==> src/rtl/wmq_pkg.sv <==
package wmq_pkg;
  typedef enum logic [1:0] {
    ACT_HOLD  = 2'd0,
    ACT_SET   = 2'd1,
    ACT_CLEAR = 2'd2
  } req_act_t;
endpackage

==> src/rtl/wmq_storage.sv <==
module wmq_storage #(
  parameter int DATA_W = 32,
  parameter int DEPTH  = 128,
  localparam int ADDR_W = $clog2(DEPTH)
) (
  input  logic              clk,
  input  logic              wr_en,
  input  logic [ADDR_W-1:0] wr_addr,
  input  logic [DATA_W-1:0] wr_data,
  input  logic              rd_en,
  input  logic [ADDR_W-1:0] rd_addr,
  output logic [DATA_W-1:0] rd_data
);
  logic [DATA_W-1:0] mem [DEPTH];

  always_ff @(posedge clk) begin
    if (wr_en) mem[wr_addr] <= wr_data;
  end

  always_ff @(posedge clk) begin
    if (rd_en) rd_data <= mem[rd_addr];
  end
endmodule

==> src/rtl/wmq_level.sv <==
module wmq_level #(
  parameter int DEPTH = 128,
  parameter int BPW   = 4,
  localparam int ADDR_W = $clog2(DEPTH),
  localparam int CNT_W  = $clog2(DEPTH + 1),
  localparam int FILL_W = $clog2(DEPTH * BPW + 1)
) (
  input  logic              clk,
  input  logic              rst,
  input  logic              push_req,
  input  logic              pop_req,
  output logic              push_ok,
  output logic              pop_ok,
  output logic [ADDR_W-1:0] wr_ptr,
  output logic [ADDR_W-1:0] rd_ptr,
  output logic [FILL_W-1:0] fill_bytes,
  output logic              full,
  output logic              empty,
  output logic              overflow,
  output logic              underflow
);
  localparam logic [CNT_W-1:0]  CNT_MAX = CNT_W'(DEPTH);
  localparam logic [ADDR_W-1:0] PTR_END = ADDR_W'(DEPTH - 1);

  logic [CNT_W-1:0] count_q;

  assign full    = (count_q == CNT_MAX);
  assign empty   = (count_q == '0);
  assign push_ok = push_req && !full;
  assign pop_ok  = pop_req && !empty;
  assign fill_bytes = FILL_W'(count_q) * FILL_W'(BPW);

  always_ff @(posedge clk) begin
    if (rst) begin
      count_q   <= '0;
      wr_ptr    <= '0;
      rd_ptr    <= '0;
      overflow  <= 1'b0;
      underflow <= 1'b0;
    end else begin
      if (push_ok) wr_ptr <= (wr_ptr == PTR_END) ? '0 : wr_ptr + 1'b1;
      if (pop_ok)  rd_ptr <= (rd_ptr == PTR_END) ? '0 : rd_ptr + 1'b1;
      case ({push_ok, pop_ok})
        2'b10:   count_q <= count_q + 1'b1;
        2'b01:   count_q <= count_q - 1'b1;
        default: count_q <= count_q;
      endcase
      if (push_req && full)  overflow  <= 1'b1;
      if (pop_req  && empty) underflow <= 1'b1;
    end
  end

  a_r3_count_bound: assert property (@(posedge clk) disable iff (rst)
    count_q <= CNT_MAX);
  a_r3_not_full_and_empty: assert property (@(posedge clk) disable iff (rst)
    !(full && empty));
  a_r7_drop_push: assert property (@(posedge clk) disable iff (rst)
    (push_req && full && !pop_req) |=> $stable(count_q));
  a_r7_overflow_sticky: assert property (@(posedge clk) disable iff (rst)
    overflow |=> overflow);
  a_r8_drop_pop: assert property (@(posedge clk) disable iff (rst)
    (pop_req && empty && !push_req) |=> (count_q == '0));
  a_r8_underflow_sticky: assert property (@(posedge clk) disable iff (rst)
    underflow |=> underflow);
endmodule

==> src/rtl/wmq_alarm.sv <==
module wmq_alarm
  import wmq_pkg::*;
#(
  parameter int DEPTH  = 128,
  parameter int BPW    = 4,
  parameter int LOW_W  = 9,
  parameter int GRAN_W = 3,
  localparam int FILL_W = $clog2(DEPTH * BPW + 1)
) (
  input  logic              clk,
  input  logic              rst,
  input  logic [FILL_W-1:0] fill_bytes,
  input  logic [LOW_W-1:0]  low_mark,
  input  logic [GRAN_W-1:0] gran_code,
  output logic              dreq
);
  localparam logic [FILL_W-1:0] CAP = FILL_W'(DEPTH * BPW);

  logic [FILL_W-1:0] free_bytes;
  logic [FILL_W-1:0] high_free;
  req_act_t          act;

  assign free_bytes = CAP - fill_bytes;
  assign high_free  = FILL_W'(gran_code) * FILL_W'(BPW);

  always_comb begin
    if (fill_bytes <= FILL_W'(low_mark))  act = ACT_SET;
    else if (free_bytes <= high_free)     act = ACT_CLEAR;
    else                                  act = ACT_HOLD;
  end

  always_ff @(posedge clk) begin
    if (rst) dreq <= 1'b1;
    else begin
      case (act)
        ACT_SET:   dreq <= 1'b1;
        ACT_CLEAR: dreq <= 1'b0;
        default:   dreq <= dreq;
      endcase
    end
  end

  a_r4_set_at_low: assert property (@(posedge clk) disable iff (rst)
    (fill_bytes <= FILL_W'(low_mark)) |=> dreq);
  a_r6_clear_at_high: assert property (@(posedge clk) disable iff (rst)
    ((fill_bytes > FILL_W'(low_mark)) &&
     ((CAP - fill_bytes) <= FILL_W'(gran_code) * FILL_W'(BPW))) |=> !dreq);
  a_r5_hold_between: assert property (@(posedge clk) disable iff (rst)
    ((fill_bytes > FILL_W'(low_mark)) &&
     ((CAP - fill_bytes) > FILL_W'(gran_code) * FILL_W'(BPW))) |=> $stable(dreq));
endmodule

==> src/rtl/fifo_wm_dreq.sv <==
module fifo_wm_dreq #(
  parameter int DATA_W = 32,
  parameter int DEPTH  = 128,
  parameter int BPW    = 4,
  parameter int LOW_W  = 9,
  parameter int GRAN_W = 3,
  localparam int ADDR_W = $clog2(DEPTH),
  localparam int FILL_W = $clog2(DEPTH * BPW + 1)
) (
  input  logic              clk,
  input  logic              rst,
  input  logic              push_en,
  input  logic [DATA_W-1:0] push_data,
  input  logic              pop_en,
  output logic [DATA_W-1:0] pop_data,
  input  logic [LOW_W-1:0]  low_mark,
  input  logic [GRAN_W-1:0] gran_code,
  input  logic              eof_hint,
  output logic [FILL_W-1:0] fill_bytes,
  output logic              full,
  output logic              empty,
  output logic              overflow,
  output logic              underflow,
  output logic              dreq
);
  logic              push_ok, pop_ok;
  logic [ADDR_W-1:0] wr_ptr, rd_ptr;
  logic              unused_eof;

  // framing is unsupported: the hint is deliberately left unconnected
  assign unused_eof = eof_hint;

  wmq_level #(.DEPTH(DEPTH), .BPW(BPW)) u_level (
    .clk(clk), .rst(rst),
    .push_req(push_en), .pop_req(pop_en),
    .push_ok(push_ok), .pop_ok(pop_ok),
    .wr_ptr(wr_ptr), .rd_ptr(rd_ptr),
    .fill_bytes(fill_bytes), .full(full), .empty(empty),
    .overflow(overflow), .underflow(underflow)
  );

  wmq_storage #(.DATA_W(DATA_W), .DEPTH(DEPTH)) u_mem (
    .clk(clk),
    .wr_en(push_ok), .wr_addr(wr_ptr), .wr_data(push_data),
    .rd_en(pop_ok), .rd_addr(rd_ptr), .rd_data(pop_data)
  );

  wmq_alarm #(.DEPTH(DEPTH), .BPW(BPW), .LOW_W(LOW_W), .GRAN_W(GRAN_W)) u_alarm (
    .clk(clk), .rst(rst),
    .fill_bytes(fill_bytes), .low_mark(low_mark), .gran_code(gran_code),
    .dreq(dreq)
  );
endmodule

==> config.mk <==
export PLATFORM = sky130hd
export DESIGN_NAME = fifo_wm_dreq
export DESIGN_NICKNAME = d
export VERILOG_FILES = /design/src/rtl/wmq_pkg.sv /design/src/rtl/wmq_storage.sv /design/src/rtl/wmq_level.sv /design/src/rtl/wmq_alarm.sv /design/src/rtl/fifo_wm_dreq.sv
export SDC_FILE = /design/constraint.sdc
export NUM_CORES = 2
export LEC_CHECK = 0
export BUFFER_PORTS_ARGS = -buffer_cell sky130_fd_sc_hd__buf_4
export CAP_MARGIN = 20
export CORE_ASPECT_RATIO = 0.9
export CORE_MARGIN = 3
export CORE_UTILIZATION = 55
export DETAILED_ROUTE_END_ITERATION = 16
export HOLD_SLACK_MARGIN = 0.05
export PLACE_DENSITY = 0.81
export SETUP_SLACK_MARGIN = 0.4
export SKIP_LAST_GASP = 1
export SYNTH_ARGS = -nofsm -noshare
export SYNTH_HDL_FRONTEND = slang
export SYNTH_SLANG_ARGS = --single-unit
==> constraint.sdc <==
create_clock -name clk -period 5.5 [get_ports clk]
set_clock_uncertainty 0.05 [all_clocks]
set_input_delay 0.825 -clock clk [delete_from_list [all_inputs] [get_ports clk]]
set_output_delay 0.825 -clock clk [all_outputs]
set_load 0.05 [all_outputs]
==> flow_summary_export.csv <==
group,metric,value,unit
global_routing,first_global_vias,83300,
timing,timing.hold.ws,0.0994,ns
logic_synthesis,syn_avg_cell_area,22.3,um2
clocking,clk_pin_slew,0.07,ns
power_and_ir_drop,sw_frac_of_total,26.9,%
power_and_ir_drop,p_comb_share,18.9,%
power_and_ir_drop,pwr-share-seq,46.9,%
worst_hold_path,holdCritPathClass,"in -> reg",
worst_setup_path,critPathBufInv,2,
final_layout,layout.cells.non_filler,11600,
place,io_buffers,92,
worst_setup_path,cpMaxStageDelayCell,"dfxtp_4",
worst_setup_path,path_class,"reg -> reg",
clocking,cts_buffers,377,
timing,slew_headroom,11.2,%
logic_synthesis,yosysMostFrequentCell,"edfxtp_1",
logic_synthesis,synth_edf_count,4128,
drt,drt-total-wl,464000,um
clocking,clockBufferDepth,4,
clocking,cts_sinks,4153,
place,place.gp.congestion,0.886,
global_routing,grt_pass1_wl,647000,um
drt,vias,85000,
power_and_ir_drop,p_per_area,426,mW/mm2
logic_synthesis,synth_cell_types,69,
global_routing,overflow,0,
place,place_ws,1.04,ns
logic_synthesis,syn_area,0.159,mm2
logic_synthesis,yosysTopAreaCell,"edfxtp_1",
timing,worst_slack,0.601,ns
worst_setup_path,crit_family,"compound AO/OA/AOI/OAI gates",
worst_setup_path,slowest_delay,1.13,ns
global_routing,grt_max_degree,88,
drt,dr.pass1.iters,8,
drt,viasPerCell,7.31,
clocking,cts_max_level,5,
final_layout,drive_above_1_share,26.7,%
logic_synthesis,synth-main-ff-cell,"edfxtp_1",
worst_setup_path,required,6.17,ns
clocking,postCtsSetupRepairBufs,0,
floorplan,die_w,572,um
timing,fin_crit,4.90,ns
worst_setup_path,critPathMaxFanout,32,
status,status,"finished clean",
logic_synthesis,yosys_register_bits,4153,
global_routing,grt_use_total,31.3,%
worst_setup_path,worst_setup_path_end_kind,"register",
timing,hold_viol,0,
clocking,ctsResizeCount,0,
drt,wire_per_inst,39.8,um
final_layout,nFillCells,17500,
worst_setup_path,arrival,5.57,ns
final_layout,multi_input_area,0.0329,mm2
place,post_dp_cell_area,0.166,mm2
global_routing,antenna_found_initial,23,
timing,finalCritPeriodShare,89.1,%
timing,fmax,204,MHz
power_and_ir_drop,p_leak,53.6,nW
logic_synthesis,ys.warnings.count,0,
power_and_ir_drop,clockPowerShare,34.2,%
timing,drv_slew,0,
clocking,cts_tree,"yes",
final_layout,fin_util,62.3,%
logic_synthesis,synth_top_area_share,78.2,%
power_and_ir_drop,total_power,75.9,mW
timing,rsz0062_at_grt,"no",
floorplan,ioPinCount,96,
worst_setup_path,cpMostUsedCell,"buf_4",
logic_synthesis,async_reset_ff_share,0,%
logic_synthesis,synth_commonest_cells,"4128 x edfxtp_1, 872 x mux4_2, 383 x mux2i_1",
floorplan,core.rowCount,186,
worst_setup_path,crit_chain,"nand3_2 > buf_4 > o22ai_1 > a2111oi_0 > buf_4 > a211oi_1 > nor3_1 > a41oi_1",
final_layout,seq_area,0.124,mm2
place,dpl.hpwl,246000,um
logic_synthesis,synth-seq-area-share,78.5,%
drt,drt_iter0_drc,16300,
timing,setup_viol,0,
floorplan,initial_core_util,55.4,%
logic_synthesis,synthesis.instances,7114,
floorplan,core,0.286,mm2
job,drv_cap,0,
place,dp_cells,10900,
clocking,hold_buffers,0,
clocking,cts-root-buf,"clkbuf_16",
final_layout,nets,7633,
final_layout,design_area,0.178,mm2
drt,route.detailed.drc,0,
timing,tightest_slew,1.33,ns
floorplan,dieHeight,515,um
final_layout,area_growth,12.5,%
power_and_ir_drop,ir_worst_vdd,0.000593,V
floorplan,die_area,0.295,mm2
power_and_ir_drop,p_switching,20.4,mW
worst_setup_path,start_kind,"register",
clocking,insertion_delay,0.94,ns
logic_synthesis,synth_area_leaders,"edfxtp_1 78%, mux4_2 12%, mux2i_1 2.4%, a22oi_1 0.80%, o22ai_1 0.57%",
power_and_ir_drop,power.internal,55.5,mW
drt,antenna_left,0,
timing,tns,0,ns
-- flip-flops by register name, summed over array words and instances (netlist names) --
register	flops
u_level.underflow	1
u_mem.mem	4096
u_level.count_q	8
u_alarm.dreq	1
u_mem.rd_data	32
u_level.overflow	1
u_level.rd_ptr	7
u_level.wr_ptr	7
-- power groups by stage --
| stage | clock [mW] | combinational [mW] | sequential, mW |
|---|---|---|---|
| CTS | 26.0 | 14.2 | 35.6 |
| global route | 27.1 | 14.9 | 35.6 |
| global placement | 0 | 13.5 | 36.2 |
| detailed placement | 0 | 13.8 | 36.2 |
| finish | 26.0 | 14.3 | 35.6 |
| floorplan | 0 | 9.25 | 36.4 |
-- cell usage in the layout, fill, tap and decap left out, types with 18 or more instances in the layout --
master | synthesis | layout
mux2_2 | 52 | 52
clkinv_2 | 0 | 71
o211ai_1 | 35 | 35
mux4_2 | 872 | 872
buf_12 | 0 | 46
a21oi_1 | 129 | 129
a22oi_1 | 170 | 170
dfxtp_1 | 25 | 18
o21ai_0 | 42 | 42
nor2_1 | 204 | 71
buf_4 | 63 | 421
bufinv_16 | 0 | 32
o221ai_1 | 58 | 58
o22ai_1 | 145 | 145
a22o_1 | 37 | 37
mux2i_1 | 383 | 383
a2111oi_0 | 33 | 29
nor2_4 | 0 | 131
clkbuf_16 | 0 | 381
nor3_1 | 33 | 33
inv_1 | 20 | 20
clkbuf_1 | 156 | 67
a211oi_1 | 66 | 64
diode_2 | 0 | 20
edfxtp_1 | 4128 | 4128
ha_1 | 20 | 20
clkinv_1 | 0 | 86
nand2_1 | 65 | 61
-- per-layer routing --
| layer | routed length, um | vias to the layer above | global-route usage [%] |
|---|---|---|---|
| li1 | - | 31200 | - |
| met2 | 211000 | 8800 | 47.0 |
| met4 | 32200 | 18 | 16.7 |
| met3 | 73300 | 1628 | 11.0 |
| met1 | 147000 | 43400 | 40.6 |
| met5 | 237 | - | 0 |
-- worst paths after layout --
| kind | depth (start not counted) | startpoint | slack [ns] | endpoint |
|---|---|---|---|---|
| worst min register to register | 2 | u_level.overflow | 0.43 | u_level.overflow |
| worst max-delay path | 8 | u_level.rd_ptr[1] | 0.60 | u_mem.rd_data[8] |
| worst max register to register | 8 | u_level.rd_ptr[1] | 0.60 | u_mem.rd_data[8] |
| worst min-delay path | 3 | push_en | 0.1 | u_level.overflow |
-- layout make-up --
class	count	area share [%]
Inverter	20	0.0421
Tap cell	3760	2.64
Clock buffer	448	5.49
Sequential cell	4153	69.8
Multi-Input combinational cell	2533	18.4
Clock inverter	226	1.16
Timing Repair Buffer	478	2.40
Antenna cell	20	0.0281
-- tightest hold or removal path: cells and delay by family --
kind	cells	cell delay [ns]
buffers and inverters	1	0.09
and+or+nand+nor	1	0.07
AOI/OAI and AO/OA	1	0.05
-- cells by family after synthesis --
| kind of cell | share of synthesized area [%] |
|---|---|
| AO/OA/AOI/OAI | 3.52 |
| multiplexers | 15.2 |
| buffers and inverters | 1.45 |
| XOR/XNOR | 0.0884 |
| AND/OR/NAND/NOR | 1.12 |
| other | 0.00236 |
| flip-flops | 78.5 |
| adder cells (fa/ha/maj) | 0.170 |
Note: power is estimated with default switching activity, not from simulation.
